--- config.mk ---
export PLATFORM = sky130hd
export DESIGN_NAME = nibble_dram_seq
export DESIGN_NICKNAME = d
export VERILOG_FILES = /design/src/rtl/nds_pkg.sv /design/src/rtl/nds_phase_ring.sv /design/src/rtl/nds_slot_arbiter.sv /design/src/rtl/nds_addr_strobe.sv /design/src/rtl/nds_byte_assembler.sv /design/src/rtl/nibble_dram_seq.sv
export SDC_FILE = /design/constraint.sdc
export NUM_CORES = 1
export LEC_CHECK = 0
export BUFFER_PORTS_ARGS = -buffer_cell sky130_fd_sc_hd__buf_2
export CORE_MARGIN = 3
export CORE_UTILIZATION = 49
export DETAILED_ROUTE_END_ITERATION = 7
export GPL_ROUTABILITY_DRIVEN = 1
export HOLD_SLACK_MARGIN = 0.05
export PLACE_DENSITY = 0.78
export SLEW_MARGIN = 15
export SYNTH_ARGS = -nofsm -noshare
export SYNTH_HDL_FRONTEND = slang
export SYNTH_SLANG_ARGS = --single-unit
--- constraint.sdc ---
create_clock -name clk -period 2.05 [get_ports clk]
set_clock_uncertainty 0.1 [all_clocks]
set_input_delay 0.3075 -clock clk [delete_from_list [all_inputs] [get_ports clk]]
set_output_delay 0.3075 -clock clk [all_outputs]
set_load 0.01 [all_outputs]
--- src/rtl/nds_pkg.sv ---
package nds_pkg;
  localparam int PHASES  = 8;
  localparam int NIB_W   = 4;
  localparam int FREQ_W  = 3;
  localparam int MAX_FREQ = 4;

  // phase indices where the sequencer acts
  localparam int PH_ROW   = 0;
  localparam int PH_COL0  = 1;
  localparam int PH_STB0  = 2;
  localparam int PH_HI    = 3;
  localparam int PH_COL1  = 4;
  localparam int PH_STB1  = 5;
  localparam int PH_LO    = 6;
  localparam int PH_CLOSE = 7;

  function automatic logic [FREQ_W-1:0] eff_freq(input logic [FREQ_W-1:0] f);
    if (f == FREQ_W'(2) || f == FREQ_W'(4)) return f;
    return FREQ_W'(1);
  endfunction
endpackage

--- src/rtl/nds_phase_ring.sv ---
module nds_phase_ring #(
  parameter int N = nds_pkg::PHASES
) (
  input  logic         clk,
  input  logic         rst_n,
  output logic [N-1:0] ph,
  output logic [N-1:0] ph_nxt
);
  assign ph_nxt = {ph[N-2:0], ph[N-1]};

  always_ff @(posedge clk) begin
    if (!rst_n) ph <= {1'b1, {(N-1){1'b0}}};
    else        ph <= ph_nxt;
  end

  a_r1_onehot: assert property (@(posedge clk) disable iff (!rst_n)
    $countones(ph) == 1);
  a_r1_step: assert property (@(posedge clk) disable iff (!rst_n)
    ph[N-1] |=> ph[0]);
endmodule

--- src/rtl/nds_slot_arbiter.sv ---
module nds_slot_arbiter #(
  parameter int ADDR_W = 16,
  parameter int N      = nds_pkg::PHASES
) (
  input  logic                        clk,
  input  logic                        rst_n,
  input  logic [N-1:0]                ph_nxt,
  input  logic                        nmi_active,
  input  logic                        vid_want,
  input  logic [ADDR_W-1:0]           vid_addr,
  input  logic [ADDR_W-1:0]           cpu_addr,
  input  logic                        cpu_rd,
  input  logic [nds_pkg::FREQ_W-1:0]  acc_freq,
  output logic [ADDR_W-1:0]           next_addr,
  output logic [ADDR_W-1:0]           slot_addr,
  output logic                        slot_vid,
  output logic                        slot_rd
);
  import nds_pkg::*;
  localparam int CNT_W = $clog2(MAX_FREQ);

  logic [CNT_W-1:0]  acc_cnt;
  logic              take_vid;
  logic [FREQ_W-1:0] cnt_inc;
  logic [FREQ_W-1:0] freq_e;

  always_comb begin
    take_vid  = !nmi_active && vid_want && (acc_cnt == '0);
    next_addr = take_vid ? vid_addr : cpu_addr;
    freq_e    = eff_freq(acc_freq);
    cnt_inc   = FREQ_W'(acc_cnt) + FREQ_W'(1);
  end

  always_ff @(posedge clk) begin
    if (!rst_n) begin
      slot_vid  <= 1'b0;
      slot_addr <= '0;
      slot_rd   <= 1'b0;
    end else if (ph_nxt[PH_ROW]) begin
      slot_vid  <= take_vid;
      slot_addr <= next_addr;
      slot_rd   <= !take_vid && cpu_rd;
    end
  end

  always_ff @(posedge clk) begin
    if (!rst_n) acc_cnt <= '0;
    else if (ph_nxt[PH_CLOSE])
      acc_cnt <= (cnt_inc >= freq_e) ? '0 : CNT_W'(cnt_inc);
  end

  a_r5_slot_hold: assert property (@(posedge clk) disable iff (!rst_n)
    !ph_nxt[PH_ROW] |=> $stable(slot_addr) && $stable(slot_vid) && $stable(slot_rd));
  a_r6_cnt_only_at_close: assert property (@(posedge clk) disable iff (!rst_n)
    !ph_nxt[PH_CLOSE] |=> $stable(acc_cnt));
  a_r5_vid_not_rd: assert property (@(posedge clk) disable iff (!rst_n)
    slot_vid |-> !slot_rd);
endmodule

--- src/rtl/nds_addr_strobe.sv ---
module nds_addr_strobe #(
  parameter int ADDR_W   = 16,
  parameter int COL_BITS = 7,
  parameter int N        = nds_pkg::PHASES,
  parameter int DA_W     = 9
) (
  input  logic              clk,
  input  logic              rst_n,
  input  logic [N-1:0]      ph_nxt,
  input  logic [ADDR_W-1:0] next_addr,
  input  logic [ADDR_W-1:0] slot_addr,
  output logic [DA_W-1:0]   dram_addr,
  output logic              row_sel,
  output logic              col_sel
);
  import nds_pkg::*;
  localparam int ROW_W = ADDR_W - COL_BITS;

  logic [DA_W-1:0] row_v, col0_v, col1_v;

  always_comb begin
    row_v  = DA_W'(next_addr[ADDR_W-1:COL_BITS]);
    col0_v = DA_W'({slot_addr[COL_BITS-1:0], 1'b0});
    col1_v = DA_W'({slot_addr[COL_BITS-1:0], 1'b1});
  end

  always_ff @(posedge clk) begin
    if (!rst_n) dram_addr <= '0;
    else if (ph_nxt[PH_ROW])  dram_addr <= row_v;
    else if (ph_nxt[PH_COL0]) dram_addr <= col0_v;
    else if (ph_nxt[PH_COL1]) dram_addr <= col1_v;
  end

  always_ff @(posedge clk) begin
    if (!rst_n) row_sel <= 1'b0;
    else if (ph_nxt[PH_COL0])  row_sel <= 1'b1;
    else if (ph_nxt[PH_CLOSE]) row_sel <= 1'b0;
  end

  always_ff @(posedge clk) begin
    if (!rst_n) col_sel <= 1'b0;
    else if (ph_nxt[PH_STB0] || ph_nxt[PH_STB1]) col_sel <= 1'b1;
    else if (ph_nxt[PH_COL1] || ph_nxt[PH_CLOSE]) col_sel <= 1'b0;
  end

  a_r3_row_open_at_col: assert property (@(posedge clk) disable iff (!rst_n)
    ph_nxt[PH_STB0] |=> row_sel && col_sel);
  a_r2_addr_hold_under_col: assert property (@(posedge clk) disable iff (!rst_n)
    (col_sel && !ph_nxt[PH_COL1] && !ph_nxt[PH_CLOSE]) |=> $stable(dram_addr));
endmodule

--- src/rtl/nds_byte_assembler.sv ---
module nds_byte_assembler #(
  parameter int N      = nds_pkg::PHASES,
  parameter int NIB_W  = nds_pkg::NIB_W,
  parameter int BYTE_W = 2 * NIB_W
) (
  input  logic              clk,
  input  logic              rst_n,
  input  logic [N-1:0]      ph_nxt,
  input  logic [NIB_W-1:0]  dram_dq,
  input  logic              slot_vid,
  input  logic              slot_rd,
  input  logic              vid_ready,
  output logic [BYTE_W-1:0] vid_byte,
  output logic              vid_valid,
  output logic              col_adv,
  output logic [BYTE_W-1:0] cpu_data,
  output logic              cpu_valid
);
  import nds_pkg::*;

  logic [NIB_W-1:0]  hi_q;
  logic [BYTE_W-1:0] word;
  logic              done;

  assign word = {hi_q, dram_dq};
  assign done = ph_nxt[PH_LO];

  always_ff @(posedge clk) begin
    if (!rst_n) hi_q <= '0;
    else if (ph_nxt[PH_HI]) hi_q <= dram_dq;
  end

  always_ff @(posedge clk) begin
    if (!rst_n) begin
      vid_byte  <= '0;
      vid_valid <= 1'b0;
      col_adv   <= 1'b0;
    end else begin
      col_adv <= done && slot_vid;
      if (done && slot_vid) begin
        vid_byte  <= word;
        vid_valid <= 1'b1;
      end else if (vid_valid && vid_ready) begin
        vid_valid <= 1'b0;
      end
    end
  end

  always_ff @(posedge clk) begin
    if (!rst_n) begin
      cpu_data  <= '0;
      cpu_valid <= 1'b0;
    end else begin
      cpu_valid <= done && slot_rd;
      if (done && slot_rd) cpu_data <= word;
    end
  end

  a_r7_adv_single: assert property (@(posedge clk) disable iff (!rst_n)
    col_adv |=> !col_adv);
  a_r7_adv_with_valid: assert property (@(posedge clk) disable iff (!rst_n)
    col_adv |-> vid_valid);
  a_r8_hold_backpressure: assert property (@(posedge clk) disable iff (!rst_n)
    (vid_valid && !vid_ready && !(done && slot_vid)) |=> vid_valid && $stable(vid_byte));
  a_r9_cpu_pulse: assert property (@(posedge clk) disable iff (!rst_n)
    cpu_valid |=> !cpu_valid);
  a_r9_owner_excl: assert property (@(posedge clk) disable iff (!rst_n)
    !(col_adv && cpu_valid));
  a_r9_cpu_data_hold: assert property (@(posedge clk) disable iff (!rst_n)
    !(done && slot_rd) |=> $stable(cpu_data));
endmodule

--- src/rtl/nibble_dram_seq.sv ---
module nibble_dram_seq #(
  parameter int ADDR_W   = 16,
  parameter int COL_BITS = 7,
  parameter int NIB_W    = nds_pkg::NIB_W,
  parameter int DA_W     = ((ADDR_W - COL_BITS) > (COL_BITS + 1)) ?
                           (ADDR_W - COL_BITS) : (COL_BITS + 1),
  parameter int BYTE_W   = 2 * NIB_W
) (
  input  logic                       clk,
  input  logic                       rst_n,
  input  logic [ADDR_W-1:0]          vid_addr,
  input  logic                       vid_want,
  input  logic                       nmi_active,
  input  logic [ADDR_W-1:0]          cpu_addr,
  input  logic                       cpu_rd,
  input  logic [nds_pkg::FREQ_W-1:0] acc_freq,
  input  logic [NIB_W-1:0]           dram_dq,
  output logic [DA_W-1:0]            dram_addr,
  output logic                       row_sel,
  output logic                       col_sel,
  output logic                       col_adv,
  output logic [BYTE_W-1:0]          vid_byte,
  output logic                       vid_valid,
  input  logic                       vid_ready,
  output logic [BYTE_W-1:0]          cpu_data,
  output logic                       cpu_valid
);
  import nds_pkg::*;

  logic [PHASES-1:0] ph, ph_nxt;
  logic [ADDR_W-1:0] next_addr, slot_addr;
  logic              slot_vid, slot_rd;

  nds_phase_ring #(.N(PHASES)) u_ring (
    .clk(clk), .rst_n(rst_n), .ph(ph), .ph_nxt(ph_nxt)
  );

  nds_slot_arbiter #(.ADDR_W(ADDR_W), .N(PHASES)) u_arb (
    .clk(clk), .rst_n(rst_n), .ph_nxt(ph_nxt),
    .nmi_active(nmi_active), .vid_want(vid_want),
    .vid_addr(vid_addr), .cpu_addr(cpu_addr), .cpu_rd(cpu_rd),
    .acc_freq(acc_freq), .next_addr(next_addr), .slot_addr(slot_addr),
    .slot_vid(slot_vid), .slot_rd(slot_rd)
  );

  nds_addr_strobe #(.ADDR_W(ADDR_W), .COL_BITS(COL_BITS), .N(PHASES), .DA_W(DA_W)) u_adr (
    .clk(clk), .rst_n(rst_n), .ph_nxt(ph_nxt),
    .next_addr(next_addr), .slot_addr(slot_addr),
    .dram_addr(dram_addr), .row_sel(row_sel), .col_sel(col_sel)
  );

  nds_byte_assembler #(.N(PHASES), .NIB_W(NIB_W), .BYTE_W(BYTE_W)) u_asm (
    .clk(clk), .rst_n(rst_n), .ph_nxt(ph_nxt), .dram_dq(dram_dq),
    .slot_vid(slot_vid), .slot_rd(slot_rd), .vid_ready(vid_ready),
    .vid_byte(vid_byte), .vid_valid(vid_valid), .col_adv(col_adv),
    .cpu_data(cpu_data), .cpu_valid(cpu_valid)
  );

  a_r3_col_inside_row: assert property (@(posedge clk) disable iff (!rst_n)
    col_sel |-> row_sel);
  a_r3_row_closed_phase0: assert property (@(posedge clk) disable iff (!rst_n)
    ph[PH_ROW] |-> !row_sel && !col_sel);
  a_r7_adv_phase6: assert property (@(posedge clk) disable iff (!rst_n)
    col_adv |-> ph[PH_LO]);
  a_r9_cpu_phase6: assert property (@(posedge clk) disable iff (!rst_n)
    cpu_valid |-> ph[PH_LO]);
endmodule

==> flow_summary.ini <==
[route]
wl_um = 4650
via_per_inst = 5.198
vias = 1861
post_drt_wl_per_cell_um = 12.99
final_antenna_net_count = 0
drc = 0
dr.pass1.iters = 4
drtIter0Drc = 103

[sta]
report.final.slew_viol_count = 0
post-route-period-util_pct = 87.71
holdWs_ns = 0.1578
setup_ws_ns = 0.2519
worstMarginPinSlew_ns = 0.7654
relSlewSlack_pct = 48.90
finalHoldViolCount = 0
fin_crit_ns = 1.798
setup_viol = 0
rsz0062_at_grt = no
max_freq_ghz = 0.5562
finalSetupTns_ns = 0

[global_route]
overflow = 0
first_global_vias = 1741
grt_first_pass_wirelength_um = 7866
track_usage_pct = 18.70
grt_max_degree = 36
antenna_found_initial = 0

[critical_path]
path_common_cell = ha_1
required_ns = 2.14
timing.rr.start = u_arb.acc_cnt[0]$_SDFFE_PN0P_
slowest_stage = dfxtp_1
regToRegEndpoint = u_arb.acc_cnt[1]$_SDFFE_PN0P_
r2r_slack_ns = 0.25
critPathArrivalTime_ns = 1.89
worstPathMaxFanout = 4
path_cells = inv_1 -> ha_1 -> ha_1 -> nand2_1 -> o21ai_0 -> o22ai_1 -> and2_1
crit_end = u_arb.acc_cnt[1]$_SDFFE_PN0P_
critPathMaxStageDelay_ns = 0.38
crit_start = u_arb.acc_cnt[0]$_SDFFE_PN0P_
end_kind = flip-flop
startpoint_type = flip-flop
crit_type = reg -> reg
worst-r2r-cell-count = 7

[synth]
synth_top_family_by_area = simple AND/OR/NAND/NOR gates
avgSynthCellArea_um2 = 9.104
synthMuxAreaShare_pct = 2.300
ys_top_cells_by_area = dfxtp_1 49%, nand2_1 9.1%, a21boi_0 5.9%, nand3_1 3.9%, ha_1 2.9%
synth_edf_count = 0
synth_nets = 289
synth_cell_type_count = 35
synthAdderAreaFrac_pct = 2.875
synth_top_area_share_pct = 48.76
synth_compound_area_share_pct = 18.29
synth-seq-cells = 53
yosys_warnings = 0
async_flop_share_pct = 0
yosysSeqAreaShare_pct = 48.76
synth_common_cells = 53 x dfxtp_1, 53 x nand2_1, 17 x a21boi_0, 17 x nand3_1, 9 x o21ai_0
syn_area_um2 = 2176
yosysTopAreaCell = dfxtp_1
synthCells = 239
synth-simple-area-share_pct = 22.37
synth_xor_area_share_pct = 0.4025
synth_ff_type = dfxtp_1

[place]
io_buffer_count = 74
gp_congestion = 0.8009
dp.cells = 350
dpl_worst_slack_ns = 0.2162
hpwl_um = 3396

[run]
maxCapViolCount = 0

[power_and_ir_drop]
p_per_area_nw_per_um2 = 699.8
vdd_drop_max_uv = 335.5
p_leak_nw = 1.160

[clock_network]
htreeDepth = 2
cts-resized-gates = 0
cts.clk_slew.worst_paths_ns = 0.09
cts_made_buffers = 5
clockBufferDepth = 2
cts_root_buf = clkbuf_8
cts_hold_buffers = 0
insertion_delay_ns = 0.30
cts_setup_buffers = 0
clock_sinks = 53
cts_tree = built

[floorplanning]
coreArea_um2 = 4144
die_y_um = 72.64
initial_core_util_pct = 52.51
dieWidth_um = 72.64
io_pins = 75
die-area_um2 = 5276
rows = 23

[finish]
layout.cells.non_filler = 358
seqCellArea_um2 = 1061
multi_input_area_um2 = 1006
drive_gt1_share_pct = 28.25
antenna_cells = 0
nFillCells = 383
area_growth_pct = 20.59
nets = 357

[outcome]
status = finished clean

[min_path]
hp-class = in -> reg
## stage by stage
step,power [mW],cell area (µm²),util [%]
after floorplan,1.222,2176,-
after global placement,1.297,2541,61.32
after detailed placement,1.300,2541,61.32
after CTS,1.850,2624,63.32
after global routing,1.916,2624,63.32
final,1.836,2624,63.32
## state kept, by name (all words and copies together), names as in the netlist, 2 cells and up
| name | flops |
|---|---|
| u_asm.vid_byte | 8 |
| u_adr.dram_addr | 9 |
| u_asm.cpu_data | 8 |
| u_arb.acc_cnt | 2 |
| u_asm.hi_q | 4 |
| u_arb.slot_addr | 7 |
| u_ring.ph | 8 |
## kinds of logic (layout without fill, tap and decap cells)
group / after synthesis / count (layout)
muxes: 5 / 5
and+or+nand+nor: 100 / 100
buffers and inverters: 20 / 89
adders and majority gates: 5 / 5
AOI/OAI and AO/OA: 55 / 55
DFF: 53 / 53
xor gates and xnor gates: 1 / 1
## metal layers
metal,global-route usage [%],vias up,wire length (µm)
met5,0,-,0
met4,4.918,0,30
met3,7.163,4,399
met2,29.56,57,2167
met1,23.98,837,2053
li1,-,963,-
## worst min path at each step
stage / startpoint / end / slack (ns) / cells after the start
after floorplan: u_ring.ph[4]$_SDFF_PN0_ / u_ring.ph[5]$_SDFF_PN0_ / 0.33 / 1
after global placement: u_ring.ph[4]$_SDFF_PN0_ / u_ring.ph[5]$_SDFF_PN0_ / 0.34 / 1
after detailed placement: u_adr.row_sel$_SDFFE_PN0P_ / u_adr.row_sel$_SDFFE_PN0P_ / 0.35 / 2
after CTS: vid_addr[7] / u_adr.dram_addr[0]$_SDFFE_PN0P_ / 0.15 / 3
after global routing: cpu_addr[2] / u_arb.slot_addr[2]$_SDFFE_PN0P_ / 0.16 / 3
final: vid_addr[7] / u_adr.dram_addr[0]$_SDFFE_PN0P_ / 0.16 / 3
## worst max-delay path, delay by kind of cell (launching register included)
family	cells	cell delay (ns)
adders and majority gates	2	0.62
DFF	1	0.38
AOI/OAI and AO/OA	2	0.32
and+or+nand+nor	2	0.20
buffers and inverters	1	0.08
## area by class of cell
| class | count | area share [%] |
|---|---|---|
| well taps | 50 | 2.384 |
| flip-flops and latches | 53 | 40.44 |
| inverters | 3 | 0.4292 |
| clock inverters | 2 | 0.3815 |
| clock buffers | 6 | 2.766 |
| repair buffers | 78 | 15.26 |
| multi-input cells | 166 | 38.34 |
## cells in the final DEF (no fill, tap or decap), types with 7 or more instances in the layout
cell	n
a21boi_0	17
a311oi_1	7
a31o_1	7
a31oi_1	8
and2_1	8
buf_2	74
dfxtp_1	53
nand2_1	53
nand3_1	17
o21ai_0	9
## report_power, final
part           switching, mW  internal, mW
Clock                  0.323         0.237
Combinational         0.0940        0.0912
Sequential            0.0273          1.06
Note: power is estimated with default switching activity, not from simulation.
